File: src/rtl/chg_smb_pkg.sv
package chg_smb_pkg;

  localparam int WORD_W   = 16;
  localparam int NUM_WREG = 3;

  localparam logic [7:0] RA_ICHG = 8'h14;
  localparam logic [7:0] RA_VCHG = 8'h15;
  localparam logic [7:0] RA_IIN  = 8'h3F;
  localparam logic [7:0] RA_MFG  = 8'hFE;
  localparam logic [7:0] RA_DEV  = 8'hFF;

  localparam logic [WORD_W-1:0] ID_MFG = 16'h0049;
  localparam logic [WORD_W-1:0] ID_DEV = 16'h0001;

  localparam int ICHG_LSB = 7;
  localparam int ICHG_W   = 6;
  localparam int VCHG_LSB = 4;
  localparam int VCHG_W   = 11;
  localparam int IIN_LSB  = 7;
  localparam int IIN_W    = 6;

  typedef enum logic [2:0] {S_IDLE, S_RX, S_SACK, S_TX, S_MACK} bus_st_e;
  typedef enum logic [1:0] {PH_CTRL, PH_REG, PH_LO, PH_HI} phase_e;

  // index of a writable word -> its bus address
  function automatic logic [7:0] wr_addr(input int idx);
    case (idx)
      0:       return RA_ICHG;
      1:       return RA_VCHG;
      default: return RA_IIN;
    endcase
  endfunction

  // bits a write may change at a given address
  function automatic logic [WORD_W-1:0] field_mask(input logic [7:0] ra);
    logic [WORD_W-1:0] m;
    m = '0;
    case (ra)
      RA_ICHG: m[ICHG_LSB +: ICHG_W] = '1;
      RA_VCHG: m[VCHG_LSB +: VCHG_W] = '1;
      RA_IIN:  m[IIN_LSB  +: IIN_W]  = '1;
      default: m = '0;
    endcase
    return m;
  endfunction

  function automatic logic [WORD_W-1:0] reset_word(input logic [7:0] ra);
    return (ra == RA_IIN) ? 16'h0080 : 16'h0000;
  endfunction

endpackage

File: src/rtl/chg_smb_sync.sv
module chg_smb_sync #(
  parameter int STAGES = 2,
  parameter int W      = 2
) (
  input  logic         clk,
  input  logic         rst_n,
  input  logic [W-1:0] d,
  output logic [W-1:0] q
);
  logic [W-1:0] stg [STAGES];

  always_ff @(posedge clk or negedge rst_n) begin
    if (!rst_n) begin
      for (int i = 0; i < STAGES; i++) stg[i] <= '1;
    end else begin
      stg[0] <= d;
      for (int i = 1; i < STAGES; i++) stg[i] <= stg[i-1];
    end
  end

  assign q = stg[STAGES-1];
endmodule

File: src/rtl/chg_smb_regs.sv
module chg_smb_regs
  import chg_smb_pkg::*;
#(
  parameter int NW = NUM_WREG
) (
  input  logic              clk,
  input  logic              rst_n,
  input  logic              we,
  input  logic [7:0]        wa,
  input  logic [WORD_W-1:0] wd,
  input  logic [7:0]        ra,
  output logic [WORD_W-1:0] rd,
  output logic [ICHG_W-1:0] ichg_set,
  output logic [VCHG_W-1:0] vchg_set,
  output logic [IIN_W-1:0]  iin_set
);
  logic [WORD_W-1:0] mem [NW];

  always_ff @(posedge clk or negedge rst_n) begin
    if (!rst_n) begin
      for (int i = 0; i < NW; i++) mem[i] <= reset_word(wr_addr(i));
    end else if (we) begin
      for (int i = 0; i < NW; i++)
        if (wa == wr_addr(i)) mem[i] <= wd & field_mask(wr_addr(i));
    end
  end

  always_comb begin
    rd = '0;
    if (ra == RA_MFG) rd = ID_MFG;
    else if (ra == RA_DEV) rd = ID_DEV;
    for (int i = 0; i < NW; i++)
      if (ra == wr_addr(i)) rd = mem[i];
  end

  assign ichg_set = mem[0][ICHG_LSB +: ICHG_W];
  assign vchg_set = mem[1][VCHG_LSB +: VCHG_W];
  assign iin_set  = mem[2][IIN_LSB  +: IIN_W];
endmodule

File: src/rtl/chg_smbus_slave.sv
module chg_smbus_slave
  import chg_smb_pkg::*;
#(
  parameter logic [6:0] DEV_ADDR    = 7'h09,
  parameter int         SYNC_STAGES = 2
) (
  input  logic        clk,
  input  logic        rst_n,
  input  logic        scl_i,
  input  logic        sda_i,
  output logic        sda_oe,
  output logic [5:0]  ichg_set,
  output logic [10:0] vchg_set,
  output logic [5:0]  iin_set
);
  localparam int BW = 8;
  localparam int CW = $clog2(BW + 1);
  localparam logic [CW-1:0] CNT_FULL = CW'(BW);
  localparam logic [CW-1:0] CNT_LAST = CW'(BW - 1);

  // pin sampling and bus events
  logic [1:0] pins_s;
  logic       scl_s, sda_s, scl_d, sda_d;

  chg_smb_sync #(.STAGES(SYNC_STAGES), .W(2)) u_sync (
    .clk   (clk),
    .rst_n (rst_n),
    .d     ({scl_i, sda_i}),
    .q     (pins_s)
  );

  assign scl_s = pins_s[1];
  assign sda_s = pins_s[0];

  always_ff @(posedge clk or negedge rst_n) begin
    if (!rst_n) begin
      scl_d <= 1'b1;
      sda_d <= 1'b1;
    end else begin
      scl_d <= scl_s;
      sda_d <= sda_s;
    end
  end

  logic scl_rise, scl_fall, start_evt, stop_evt;
  assign scl_rise  =  scl_s & ~scl_d;
  assign scl_fall  = ~scl_s &  scl_d;
  assign start_evt =  scl_s &  scl_d &  sda_d & ~sda_s;
  assign stop_evt  =  scl_s &  scl_d & ~sda_d &  sda_s;

  // protocol state
  bus_st_e        st;
  phase_e         ph;
  logic [CW-1:0]  bitcnt;
  logic [BW-1:0]  shreg;
  logic [BW-1:0]  reg_addr;
  logic [BW-1:0]  lo_q;
  logic           rw_q, tx_hi, mack_ok;
  logic [WORD_W-1:0] rd_word;

  // named events for the checker
  logic st_idle, rx_fresh, wr_commit;
  assign st_idle   = (st == S_IDLE);
  assign rx_fresh  = (st == S_RX) && (ph == PH_CTRL) && (bitcnt == '0);
  assign wr_commit = (st == S_SACK) && (ph == PH_HI) && scl_fall;

  always_ff @(posedge clk or negedge rst_n) begin
    if (!rst_n) begin
      st       <= S_IDLE;
      ph       <= PH_CTRL;
      bitcnt   <= '0;
      shreg    <= '0;
      reg_addr <= '0;
      lo_q     <= '0;
      rw_q     <= 1'b0;
      tx_hi    <= 1'b0;
      mack_ok  <= 1'b0;
    end else if (start_evt) begin
      st     <= S_RX;
      ph     <= PH_CTRL;
      bitcnt <= '0;
    end else if (stop_evt) begin
      st <= S_IDLE;
    end else begin
      case (st)
        S_RX: begin
          if (scl_rise && bitcnt != CNT_FULL) begin
            shreg  <= {shreg[BW-2:0], sda_s};
            bitcnt <= bitcnt + 1'b1;
          end else if (scl_fall && bitcnt == CNT_FULL) begin
            bitcnt <= '0;
            case (ph)
              PH_CTRL: begin
                if (shreg[BW-1:1] == DEV_ADDR) begin
                  rw_q <= shreg[0];
                  st   <= S_SACK;
                end else begin
                  st <= S_IDLE;
                end
              end
              PH_REG: begin
                reg_addr <= shreg;
                st       <= S_SACK;
              end
              PH_LO: begin
                lo_q <= shreg;
                st   <= S_SACK;
              end
              default: st <= S_SACK;
            endcase
          end
        end
        S_SACK: begin
          if (scl_fall) begin
            case (ph)
              PH_CTRL: begin
                if (rw_q) begin
                  st    <= S_TX;
                  shreg <= rd_word[7:0];
                  tx_hi <= 1'b0;
                end else begin
                  st <= S_RX;
                  ph <= PH_REG;
                end
              end
              PH_REG: begin
                st <= S_RX;
                ph <= PH_LO;
              end
              PH_LO: begin
                st <= S_RX;
                ph <= PH_HI;
              end
              default: st <= S_IDLE;
            endcase
          end
        end
        S_TX: begin
          if (scl_fall) begin
            if (bitcnt == CNT_LAST) begin
              st     <= S_MACK;
              bitcnt <= '0;
            end else begin
              shreg  <= {shreg[BW-2:0], 1'b0};
              bitcnt <= bitcnt + 1'b1;
            end
          end
        end
        S_MACK: begin
          if (scl_rise) begin
            mack_ok <= ~sda_s;
          end else if (scl_fall) begin
            if (mack_ok && !tx_hi) begin
              st    <= S_TX;
              shreg <= rd_word[15:8];
              tx_hi <= 1'b1;
            end else begin
              st <= S_IDLE;
            end
          end
        end
        default: st <= S_IDLE;
      endcase
    end
  end

  assign sda_oe = (st == S_SACK) || ((st == S_TX) && !shreg[BW-1]);

  chg_smb_regs #(.NW(NUM_WREG)) u_regs (
    .clk      (clk),
    .rst_n    (rst_n),
    .we       (wr_commit),
    .wa       (reg_addr),
    .wd       ({shreg, lo_q}),
    .ra       (reg_addr),
    .rd       (rd_word),
    .ichg_set (ichg_set),
    .vchg_set (vchg_set),
    .iin_set  (iin_set)
  );
endmodule

File: config.mk
export PLATFORM = sky130hd
export DESIGN_NAME = chg_smbus_slave
export DESIGN_NICKNAME = d
export VERILOG_FILES = /design/src/rtl/chg_smb_pkg.sv /design/src/rtl/chg_smb_sync.sv /design/src/rtl/chg_smb_regs.sv /design/src/rtl/chg_smbus_slave.sv
export SDC_FILE = /design/constraint.sdc
export NUM_CORES = 1
export LEC_CHECK = 0
export ABC_AREA = 1
export CAP_MARGIN = 10
export CORE_MARGIN = 4
export CORE_UTILIZATION = 53
export DETAILED_ROUTE_END_ITERATION = 10
export MAX_ROUTING_LAYER = met4
export PLACE_DENSITY = 0.83
export SLEW_MARGIN = 15
export SYNTH_ARGS = -nofsm -noshare
export SYNTH_HDL_FRONTEND = slang
export SYNTH_HIERARCHICAL = 1
export SYNTH_SLANG_ARGS = --single-unit
export TNS_END_PERCENT = 50
File: constraint.sdc
create_clock -name clk -period 1.8 [get_ports clk]
set_input_delay 0.54 -clock clk [delete_from_list [all_inputs] [get_ports clk]]
set_output_delay 0.54 -clock clk [all_outputs]
set_load 0.005 [all_outputs]
# Yosys cells after proc, flatten, opt, wreduce, memory -nomap -nowiden
# Index checks and enable logic that the tools add are counted.
# word_totals
reg_bits	90
input_bits	4
output_inout_bits	24
wordCells	212
# op_classes
add_sub_neg	1
eq_ne	48
muxes	98
n_bitwise	17
n_reduce_logical	32
# ops
operator	count
$mux W8	18
$eq A8 B5 Y1 const B	8
$mux W16	4
$mux W3	19
$mux W6	9
$and A16 B16 Y16	3
$mux W4	12
$mux W2	17
$eq A8 B6 Y1 const B	4
$pmux W8 S4	1
$ne A4 B4 Y1 const B	7
$eq A8 B8 Y1	3
$ne A2 B2 Y1 const B	9
$eq A8 B8 Y1 const B	2
$reduce_and A7 Y1	2
$mux W1	13
$pmux W3 S4	1
$reduce_and A12 Y1	1
$reduce_and A6 Y1	2
$reduce_and A9 Y1	1
$reduce_or A3 Y1	3
$pmux W4 S2	1
$reduce_and A4 Y1	2
$reduce_bool A4 Y1	2
other kinds (27)	52

# Depth between registers and ports, before layout
# Gate-level depths: netlist of run 1.
# depth
depth_word	13
ltp_mapped	14

# Hierarchy
# The synthesis of run 1 kept the hierarchy.
# modules_own_cells
module	n_inst	cells_each	area_each_um2	seq_area_each_um2
chg_smbus_slave	1	312	2249.7	953.4
chg_smb_regs	1	197	1342.5	576.8
chg_smb_sync	1	6	120.1	105.1

# Worst setup path before layout of run 1
# OpenSTA, ideal clock, no wires.
# synth_timing
path_type	flip-flop to flip-flop
from	register st[2]
to	register u_regs.mem, in the netlist u_regs/vchg_set[3]
setup_ns	0.117
t_arrival_ns	1.748
t_required_ns	1.683
path_slack_ns	-0.065
stages_incl_launch_ff	15
path_buffers	2
path_cell_list	dfrtp_1 -> inv_2 -> nand2_4 -> nor2_2 -> buf_2 -> nand2_1 -> nor2_1 -> inv_1 -> nor2_1 -> nand2_1 -> nor2_1 -> nand2_2 -> buf_6 -> nand2_1 -> nand2_1
# synth_via
elab_chain_cells	4
# synth_rtl
element	line	rtl
start: declaration	chg_smbus_slave.sv:52	bus_st_e st;
start signal: assignment	chg_smbus_slave.sv:69	st <= S_IDLE;
start signal: assignment	chg_smbus_slave.sv:79	st <= S_RX;
start signal: assignment	chg_smbus_slave.sv:83	st <= S_IDLE;
$eq A3 B2 Y1	chg_smbus_slave.sv:65	assign wr_commit = (st == S_SACK) && (ph == PH_HI) && scl_fall;
$logic_and A1 B1 Y1 (2 in series)	chg_smbus_slave.sv:65	
named net wr_commit	chg_smbus_slave.sv:62	logic st_idle, rx_fresh, wr_commit;
$reduce_and A2 Y1 (no line)	--	
end signal: indexed assignment	chg_smb_regs.sv:24	if (wa == wr_addr(i)) mem[i] <= wd & field_mask(wr_addr(i));
end: declaration	chg_smb_regs.sv:17	logic [WORD_W-1:0] mem [NW];
# The timed path passes the listed nets, and every way through them passes these cells.
# A chain may end at the register's enable or synchronous reset.

# Final worst setup path of run 1
# layout_timing
from	register u_regs.mem, in the netlist u_regs/vchg_set[8]
to	output vchg_set[8]
# layout_lines
element	line	rtl
end: declaration	chg_smbus_slave.sv:13	output logic [10:0] vchg_set,
# No word-level cell between the ends.

==> key figures, run 1 <==
Pwr
  – Switching Share: 0.343
  – Part of the power in the clock network: 0.312
  – Comb power frac: 0.235
  – P_sw: around 1.3 mW
  – Sequential power share: 0.453
  – Peak supply drop: 0.000709 V
  – Pwr/cell area: just under 900 mW/mm^2
  – Internal: 2.52 mW
  – Leakage power: around 2.5 nW

Finish
  – Antenna Cells: 0
  – Layout Area Growth over Synthesis: 20.3%
  – Design area: 0.00430 mm^2
  – Utilization after layout: 0.666
  – Nets: ~560
  – Share of layout cells above drive strength 1: 0.159

Routing
  – Vias: 3434
  – Wirelength, routed: just over 9 mm
  – DRC viols: 0
  – Pre-Repair DR Iteration Count: 6
  – Drt wl/cell: around 15 um
  – DR iter-0 viols: 280
  – Routed Antenna Nets: 0
  – Vias per cell: 5.44

Setup path
  – Data required, critical path: approximately 1.3 ns
  – Worst path max stage delay: just over 0.5 ns
  – Crit path kind: reg -> out
  – Cell Chain, Critical Path: clkdlybuf4s50_1
  – Critical Path End Type: output port
  – CP bufs+invs: 1
  – R2R Setup Slk: roughly 0.060 ns
  – CP Launch Type: flop
  – Slowest library cell on the worst path: clkdlybuf4s50_1
  – Crit-path leading delay family: buffers and inverters
  – WP data arrival: 1.22 ns
  – Crit-path max FO: 3

Synthesis
  – Synthesized area per cell: about 7.1 um^2
  – Yosys warnings: 6
  – Mapped cell area: between 0.003 and 0.004 mm^2
  – Syn Inst Count: 503

Floorplanning
  – Die W: around 90 um
  – Core Area: around 0.0065 mm^2
  – Effective utilization at floorplan: 0.554
  – Die H: ~90 um
  – Die area: between 0.008 and 0.009 mm^2
  – Ports: 28
  – FP Rows: 29

STA
  – Slew Viols, Final: 0
  – # setup viols final: 0
  – Clk_skew: about 0.005 ns
  – Final Hold Vio Count: 0
  – F_max: around 570 MHz
  – RSZ-0062 raised after global routing: true
  – Tmin final: approximately 1.8 ns
  – Final period utilization: 0.978

GRT
  – First-pass GRT wire length: 15.1 mm
  – GRT overflow: 0
  – Largest net degree at the start of global routing: 62
  – Vias in the first global route: approximately 3200
  – GRT Resource Usage Total: 0.236
  – Initial antenna violation count: 0

CTS
  – CTS Buf Count: 9
  – # clock sinks: 61
  – Clk root buf: clkbuf_8
  – CTS tree: built
  – Htree depth: 3
  – CTS clk-pin slew, worst paths: 0.07 ns
  – Skew-Pair Late Insertion Delay: ~0.34 ns
  – Clock Tree Buf Depth: 2

Run status
  – Status: complete, no violations

Place
  – Placer Congestion: ~0.99
  – HPWL after DPL: around 6.5 mm
  – Post-DP Area: around 0.0040 mm^2
  – I/O Buffers: 27

Job
  – Max-cap viol count: 0

Worst hold path
  – Worst Hold Class: in -> async
[cells in the final DEF (no fill, tap or decap), types with 2 or more instances in the layout]
master and instances:
clkbuf_1 4, nand2_2 13, a21oi_1 5, buf_12 2
clkdlybuf4s50_1 5, inv_2 10, dlymetal6s2s_1 15, nor2_4 7
nand2_4 2, dfstp_2 7, nand3_1 75, nor2_2 8
o21ai_0 16, nor2_8 2, nand2_1 190, buf_6 2
nor2_1 36, nand3_2 4, inv_1 43, ha_1 6
conb_1 3, o21ai_1 3, clkbuf_8 10, dfrtp_1 54
dlygate4sd2_1 5, buf_4 15
[final cells by class]
class | instances | area [um^2]
Clock buffer | 14 | 153
Clock inverter | 2 | 35.0
Fill cell | 541 | 2150
Inverter | 53 | 199
Multi-Input combinational cell | 378 | 1820
Sequential cell | 61 | 1540
Tap cell | 77 | 96.3
Timing Repair Buffer | 46 | 467
[stage by stage]
stage	hold WS, ns	power, mW	worst slack (ns)	cells	setup TNS [ns]
final	0.197	3.84	0.0388	631	0
after global routing	0.219	4.05	-0.0352	631	-0.106
after CTS	0.209	3.80	0.00100	628	0
after detailed placement	0.351	2.60	0.0576	610	0
after global placement	0.346	2.56	0.101	610	0
after floorplan	0.244	2.27	0.0170	505	0
[registers in the layout, indices dropped and copies added (netlist names)]
| register | flops |
|---|---|
| u_regs/ichg_set | 6 |
| reg_addr | 8 |
| bitcnt | 4 |
| scl_d | 1 |
| u_sync/q | 2 |
| lo_q | 4 |
| tx_hi | 1 |
| ph | 2 |
| u_sync/stg | 2 |
| rw_q | 1 |
| st | 3 |
| sda_d | 1 |
| u_regs/iin_set | 6 |
| shreg | 8 |
| u_regs/vchg_set | 11 |
| mack_ok | 1 |
[path summary, 6_finish.rpt]
path / endpoint / cells past startpoint / from
max: vchg_set[8] / 1 / u_regs/vchg_set[8]
min: u_regs/ichg_set[5] / 2 / rst_n
max reg2reg: u_regs/vchg_set[8] / 11 / scl_d
min reg2reg: u_sync/q[1] / 0 / u_sync/stg[3]
max in group asynchronous: u_sync/stg[3] / 2 / rst_n
min in group clk: u_sync/q[1] / 0 / u_sync/stg[3]
[what timing repair did]
item | in CTS | in global routing
resized for setup | 7 | 37
setup endpoints to repair | 8 | 52
hold buffers | 0 | 0
buffers inserted | 2 | 2
gates cloned | 0 | 1
pin swaps | 0 | 8
[per-layer routing]
metal	share of wire	routed length, um	GRT usage	vias up
li1	-	-	-	1667
met1	0.45	4170	0.316	1605
met2	0.45	4110	0.363	138
met3	0.078	718	0.0501	24
met4	0.019	172	0.0727	0
met5	0	0	-	-
[power by group through the flow]
stage               Combinational (mW)  Clock (mW)  Sequential (mW)
global route                      1.02        1.29             1.75
detailed placement               0.851           0             1.75
floorplan                        0.614           0             1.65
CTS                              0.863        1.21             1.73
global placement                 0.822           0             1.74
finish                           0.902        1.20             1.74
No activity file was read; power rests on OpenSTA's default activity.
==> run 2: changes to the inputs <==
Settings changed: CAP_MARGIN 10 to 20.
==> results of run 2 <==
The final DEF is identical to that of run 1; final timing and power are the same.
